## src/rtl/sbuf_pkg.sv

```systemverilog
package sbuf_pkg;
  localparam int unsigned SEL_W = 3;

  // threshold level in entries for a 3-bit selection code
  function automatic int unsigned sel_level(input logic [SEL_W-1:0] code,
                                            input int unsigned depth);
    case (code)
      3'd0:    return depth / 8;
      3'd1:    return depth / 4;
      3'd2:    return depth / 2;
      3'd3:    return (depth * 3) / 4;
      3'd4:    return (depth * 7) / 8;
      default: return depth / 2;
    endcase
  endfunction
endpackage

```

## src/rtl/sbuf_queue.sv

```systemverilog
module sbuf_queue #(
  parameter int unsigned DW    = 8,
  parameter int unsigned DEPTH = 8,
  localparam int unsigned AW   = $clog2(DEPTH),
  localparam int unsigned CW   = AW + 1
) (
  input  logic          clk,
  input  logic          rst,
  input  logic          single,
  input  logic          flush,
  input  logic          push,
  input  logic [DW-1:0] push_data,
  input  logic          pop,
  output logic [DW-1:0] head_data,
  output logic [CW-1:0] count,
  output logic [CW-1:0] count_nxt,
  output logic          full,
  output logic          empty,
  output logic          push_drop
);
  logic [DW-1:0] mem [DEPTH];
  logic [AW-1:0] wr_ptr, rd_ptr;
  logic [CW-1:0] cap;
  logic          do_push, do_pop;

  assign cap       = single ? CW'(1) : CW'(DEPTH);
  assign full      = (count == cap);
  assign empty     = (count == '0);
  assign do_push   = push && !full && !flush;
  assign do_pop    = pop && !empty && !flush;
  assign push_drop = push && full && !flush;
  assign count_nxt = flush ? '0 : (count + CW'(do_push) - CW'(do_pop));
  assign head_data = mem[rd_ptr];

  // storage without reset so a distributed RAM can be inferred
  always_ff @(posedge clk) begin
    if (do_push) mem[wr_ptr] <= push_data;
  end

  always_ff @(posedge clk) begin
    if (rst || flush) begin
      wr_ptr <= '0;
      rd_ptr <= '0;
    end else begin
      if (do_push) wr_ptr <= wr_ptr + AW'(1);
      if (do_pop)  rd_ptr <= rd_ptr + AW'(1);
    end
    if (rst) count <= '0;
    else     count <= count_nxt;
  end

  // occupancy never exceeds the capacity of the current mode
  p_count_bound_r2: assert property (@(posedge clk) disable iff (rst)
    count <= cap);

  // a flush leaves the queue empty
  p_flush_empty_r10: assert property (@(posedge clk) disable iff (rst)
    flush |=> empty);

  // push into a full queue without pop keeps occupancy
  p_full_hold_r9: assert property (@(posedge clk) disable iff (rst)
    (full && push && !pop && !flush) |=> (count == $past(count)));
endmodule

```

## src/rtl/sbuf_level.sv

```systemverilog
module sbuf_level #(
  parameter int unsigned DEPTH      = 8,
  parameter bit          COUNT_FREE = 1'b0,
  localparam int unsigned CW        = $clog2(DEPTH) + 1
) (
  input  logic                      buf_en,
  input  logic [sbuf_pkg::SEL_W-1:0] sel,
  input  logic                      ie,
  input  logic [CW-1:0]             count,
  output logic                      hit
);
  logic [CW-1:0] lvl, cap, metric;

  assign cap = buf_en ? CW'(DEPTH) : CW'(1);
  assign lvl = buf_en ? CW'(sbuf_pkg::sel_level(sel, DEPTH)) : CW'(1);

  generate
    if (COUNT_FREE) begin : g_free
      assign metric = cap - count;
    end else begin : g_used
      assign metric = count;
    end
  endgenerate

  assign hit = ie && (metric >= lvl);
endmodule

```

## src/rtl/serial_char_buffer.sv

```systemverilog
module serial_char_buffer #(
  parameter int unsigned DW    = 8,
  parameter int unsigned DEPTH = 8,
  localparam int unsigned CW   = $clog2(DEPTH) + 1
) (
  input  logic                      clk,
  input  logic                      rst,
  input  logic                      cfg_we,
  input  logic                      cfg_buf_en,
  input  logic [sbuf_pkg::SEL_W-1:0] cfg_rx_sel,
  input  logic [sbuf_pkg::SEL_W-1:0] cfg_tx_sel,
  input  logic                      cfg_rx_ie,
  input  logic                      cfg_tx_ie,
  input  logic                      ovr_clr,
  input  logic                      host_tx_push,
  input  logic [DW-1:0]             host_tx_data,
  input  logic                      host_rx_pop,
  output logic [DW-1:0]             host_rx_data,
  input  logic                      eng_tx_pop,
  output logic [DW-1:0]             eng_tx_data,
  input  logic                      eng_rx_push,
  input  logic [DW-1:0]             eng_rx_data,
  output logic                      tx_full,
  output logic                      tx_empty,
  output logic                      rx_full,
  output logic                      rx_empty,
  output logic                      rx_overrun,
  output logic                      tx_irq,
  output logic                      rx_irq
);
  import sbuf_pkg::*;

  logic             en_q, en_n;
  logic [SEL_W-1:0] rxsel_q, rxsel_n, txsel_q, txsel_n;
  logic             rxie_q, rxie_n, txie_q, txie_n;
  logic             flush;
  logic [CW-1:0]    tx_cnt, tx_cnt_n, rx_cnt, rx_cnt_n;
  logic             tx_drop, rx_drop;
  logic             tx_hit, rx_hit;

  assign flush   = cfg_we && (cfg_buf_en != en_q);
  assign en_n    = cfg_we ? cfg_buf_en : en_q;
  assign rxsel_n = cfg_we ? cfg_rx_sel : rxsel_q;
  assign txsel_n = cfg_we ? cfg_tx_sel : txsel_q;
  assign rxie_n  = cfg_we ? cfg_rx_ie  : rxie_q;
  assign txie_n  = cfg_we ? cfg_tx_ie  : txie_q;

  always_ff @(posedge clk) begin
    if (rst) begin
      en_q    <= 1'b0;
      rxsel_q <= '0;
      txsel_q <= '0;
      rxie_q  <= 1'b0;
      txie_q  <= 1'b0;
    end else begin
      en_q    <= en_n;
      rxsel_q <= rxsel_n;
      txsel_q <= txsel_n;
      rxie_q  <= rxie_n;
      txie_q  <= txie_n;
    end
  end

  sbuf_queue #(.DW(DW), .DEPTH(DEPTH)) u_txq (
    .clk(clk), .rst(rst), .single(!en_q), .flush(flush),
    .push(host_tx_push), .push_data(host_tx_data), .pop(eng_tx_pop),
    .head_data(eng_tx_data), .count(tx_cnt), .count_nxt(tx_cnt_n),
    .full(tx_full), .empty(tx_empty), .push_drop(tx_drop));

  sbuf_queue #(.DW(DW), .DEPTH(DEPTH)) u_rxq (
    .clk(clk), .rst(rst), .single(!en_q), .flush(flush),
    .push(eng_rx_push), .push_data(eng_rx_data), .pop(host_rx_pop),
    .head_data(host_rx_data), .count(rx_cnt), .count_nxt(rx_cnt_n),
    .full(rx_full), .empty(rx_empty), .push_drop(rx_drop));

  // requests evaluated on next-state values, so they settle with the flags
  sbuf_level #(.DEPTH(DEPTH), .COUNT_FREE(1'b1)) u_txlvl (
    .buf_en(en_n), .sel(txsel_n), .ie(txie_n), .count(tx_cnt_n), .hit(tx_hit));

  sbuf_level #(.DEPTH(DEPTH), .COUNT_FREE(1'b0)) u_rxlvl (
    .buf_en(en_n), .sel(rxsel_n), .ie(rxie_n), .count(rx_cnt_n), .hit(rx_hit));

  always_ff @(posedge clk) begin
    if (rst) begin
      tx_irq     <= 1'b0;
      rx_irq     <= 1'b0;
      rx_overrun <= 1'b0;
    end else begin
      tx_irq     <= tx_hit;
      rx_irq     <= rx_hit;
      rx_overrun <= (rx_overrun && !ovr_clr) || rx_drop;
    end
  end

  // every receive level is at least one entry
  p_rx_irq_nonempty_r4: assert property (@(posedge clk) disable iff (rst)
    rx_irq |-> !rx_empty);

  // single-register transmit request only when the register is empty
  p_tx_irq_single_r6: assert property (@(posedge clk) disable iff (rst)
    (tx_irq && !en_q) |-> tx_empty);

  // a masked direction never requests
  p_irq_mask_r7: assert property (@(posedge clk) disable iff (rst)
    (!rxie_q |-> !rx_irq) and (!txie_q |-> !tx_irq));

  // overrun stays set without a clear
  p_ovr_sticky_r8: assert property (@(posedge clk) disable iff (rst)
    (rx_overrun && !ovr_clr) |=> rx_overrun);

  // a mode change leaves both queues empty
  p_mode_flush_r10: assert property (@(posedge clk) disable iff (rst)
    (en_q != $past(en_q)) |-> (tx_empty && rx_empty));
endmodule

```

## config.mk

```make
export PLATFORM = sky130hd
export DESIGN_NAME = serial_char_buffer
export DESIGN_NICKNAME = d
export VERILOG_FILES = /design/src/rtl/sbuf_pkg.sv /design/src/rtl/sbuf_queue.sv /design/src/rtl/sbuf_level.sv /design/src/rtl/serial_char_buffer.sv
export SDC_FILE = /design/constraint.sdc
export NUM_CORES = 1
export LEC_CHECK = 0
export CORE_MARGIN = 4
export CORE_UTILIZATION = 55
export DETAILED_ROUTE_END_ITERATION = 10
export GPL_ROUTABILITY_DRIVEN = 0
export PLACE_DENSITY = 0.72
export SLEW_MARGIN = 10
export SYNTH_ARGS = -nofsm -noshare
export SYNTH_HDL_FRONTEND = slang
export SYNTH_SLANG_ARGS = --single-unit
```

## constraint.sdc

```tcl
create_clock -name clk -period 8.45 [get_ports clk]
set_input_delay 2.1125 -clock clk [delete_from_list [all_inputs] [get_ports clk]]
set_output_delay 2.1125 -clock clk [all_outputs]
set_load 0.03 [all_outputs]
```

==> impl_metrics.ini <==
[logic_synthesis]
ys_seq_elements = 166
synth_edf_count = 128
synth_seq_area_share = 0.6618
ys.flop_type = edfxtp_1
async_reset_ff_frac = 0
synth_nets = 497
synth_area_um2 = 6958
synth_cells = 441
synth_cell_types = 37
avgSynthCellArea_um2 = 15.78
yosysWarnings = 0

[power_and_ir_drop]
irDropWorstVdd_mv = 0.2000
switching_share = 0.2864
p_int_mw = 1.654
power.density_nw_per_um2 = 281.8
switching_power_uw = 664.0
power.leakage_nw = 2.814
finalPower_mw = 2.318
p_seq_frac = 0.421
power.share.clock = 0.316
combinationalPowerShare = 0.263

[cts]
cts_setup_buffers = 0
cts_root_buf = clkbuf_16
clk_latency_ns = 0.42
path_clk_slew_ns = 0.06
cts_buffer_depth = 2
h-tree-depth = 4
cts_tree = yes
cts-resized-gates = 0
cts_hold_buf = 0
cts_buffers = 17
clock_sinks = 166

[cells_and_area]
final_cells = 680
syn2layout_area_growth_pct = 18.25
final_nets = 555
antenna_cells = 0
final_layout_size_suffix_gt1_frac = 0.1680
fin_util = 0.6738

[global_route]
globalRouteOverflowTotal = 0
grt_pass1_vias = 3979
track_usage = 0.1834
antenna_found_initial = 0
grt_pass1_wl_um = 20250
grt_max_degree = 26

[outcome]
status = completed

[flow_run]
drv_cap = 0

[setup_path]
cp-end-kind = flip-flop
crit_path_start_kind = input port
reg2regPathDepth = 17
required_ns = 8.79
path_class = input port to flip-flop
cp.arrival_ns = 6.47
cp_max_fo = 25

[floorplanning]
core_um2 = 12210
die-width_um = 120.5
start_util = 0.5698
die_area_um2 = 14510
ios = 56
fp.dieH_um = 120.5
fp-row-count = 40

[timing]
setup_violations = 0
fin_crit_ns = 6.129
min_period_over_period = 0.7253
setup_ws_ns = 2.321
hold_viol = 0
worst_slew_pin_slew_ns = 1.068
final_max_slew_viol_count = 0
fmax_ghz = 0.1632
rsz0062_at_grt = no
tns_ns = 0
finalClockSkew_ns = 0.008156
slew_headroom = 0.2872

[placed_design]
dp_hpwl_um = 8231
pre_cts_ws_ns = 1.909
portBuffers = 55
placed_cells = 648

[routing]
via_count = 3773
viasPerCell = 5.549
wire_per_inst_um = 18.16
drt_iter0_drc = 217
ant_nets = 0
drt-pass1-iter-count = 4
drt-total-wl_um = 12350
route.detailed.drc = 0

[worst_hold_path]
hold_class = flip-flop to flip-flop
whs_path_depth = 2
==> layout make-up <==
type / count / area (µm²)
tap: 168 / 210.2
timing repair buffer: 58 / 573.1
multi-input combinational: 241 / 2213
clock buffer: 21 / 471.7
inverter: 15 / 56.30
fill: 876 / 3984
sequential: 166 / 4606
clock inverter: 11 / 97.59
==> power by group through the flow <==
stage | sequential [mW] | combinational (mW) | clock [mW]
finish | 0.975 | 0.610 | 0.733
global route | 0.985 | 0.679 | 0.778
CTS | 0.977 | 0.617 | 0.743
detailed placement | 0.994 | 0.614 | 0
global placement | 0.991 | 0.599 | 0
floorplan | 0.967 | 0.459 | 0
==> final timing paths <==
kind,from,end,slack (ns)
setup reg to reg,u_txq.count[2]$_SDFF_PP0_,tx_irq$_SDFF_PP0_,4.52
setup / recovery,cfg_we,tx_irq$_SDFF_PP0_,2.32
hold reg to reg,rx_overrun$_SDFF_PP0_,rx_overrun$_SDFF_PP0_,0.49
hold / removal,rx_overrun$_SDFF_PP0_,rx_overrun$_SDFF_PP0_,0.49
==> metal layers <==
metal	up-vias	wire, µm	track usage
li1	1793	-	-
met1	1890	5489	0.2453
met2	77	6229	0.3025
met3	13	456	0.03555
met4	0	173	0.06586
met5	-	0	0
==> critical path, cell delays in order <==
cell	delay (ns)
clkdlybuf4s50_1	1.10
nand2_1	0.48
and3_1	0.35
ha_1	0.23
fa_1	0.38
xnor2_1	0.41
nor2_1	0.10
xnor2_1	0.15
ha_1	0.29
nand2_1	0.04
o21ai_0	0.18
nor2_1	0.09
a311o_1	0.37
a211oi_2	0.18
==> flip-flops by register name, summed over array words and instances (netlist names), 3 cells and up, named ones only <==
register      count
u_rxq.mem        64
u_txq.mem        64
u_rxq.count       4
u_txq.count       4
rxsel_q           3
txsel_q           3
u_rxq.rd_ptr      3
u_rxq.wr_ptr      3
u_txq.rd_ptr      3
u_txq.wr_ptr      3
==> Yosys cell counts (all sizes together), types with 6 or more instances <==
master / instances / area [µm²]
mux2i: 13 / 130.1
edfxtp: 128 / 3844
dfxtp: 38 / 760.7
buf: 12 / 62.56
xnor2: 6 / 52.55
nor2: 49 / 183.9
nand2: 19 / 71.32
inv: 15 / 56.30
and2: 10 / 62.56
ha: 21 / 262.8
mux2: 17 / 191.4
nand2b: 11 / 68.82
mux4: 32 / 720.7
xor2: 6 / 52.55
a211oi: 6 / 50.05
clkbuf: 7 / 26.28
a21oi: 9 / 45.04
==> through the flow <==
| stage | hold slack, ns | instance area, µm² |
|---|---|---|
| floorplan | 0.4553 | 6958 |
| finish | 0.4943 | 8228 |
| detailed placement | 0.4850 | 7657 |
| global placement | 0.4789 | 7657 |
| global route | 0.5311 | 8228 |
| CTS | 0.5041 | 8227 |
==> placed cells by master, fill, tap and decap left out, types with 4 or more instances in the layout <==
cell type and n:
a21oi_1 9, nor2b_1 4, clkbuf_16 18, dfxtp_1 37, nor3b_1 5, o21ai_0 5
a211oi_1 5, clkinv_4 4, xnor2_1 6, inv_1 15, o311ai_0 4, nand2_1 19
mux2_2 17, mux2i_1 13, mux4_2 32, clkinv_2 4, nor2_1 49, ha_1 21
and2_1 10, xor2_1 6, clkdlybuf4s50_1 55, edfxtp_1 128, nor3_1 4, nand2b_1 11
==> logic make-up (layout without fill, tap and decap cells) <==
family	Yosys count	after routing	synth area share
multiplexers	62	62	0.1498
flip-flops	166	166	0.6618
adder cells (fa/ha/maj)	23	23	0.04352
AND/OR/NAND/NOR	113	113	0.07769
XOR/XNOR	12	12	0.01511
AO/OA/AOI/OAI	31	31	0.03129
buffers and inverters	34	105	0.02086
No activity file was read; power rests on OpenSTA's default activity.
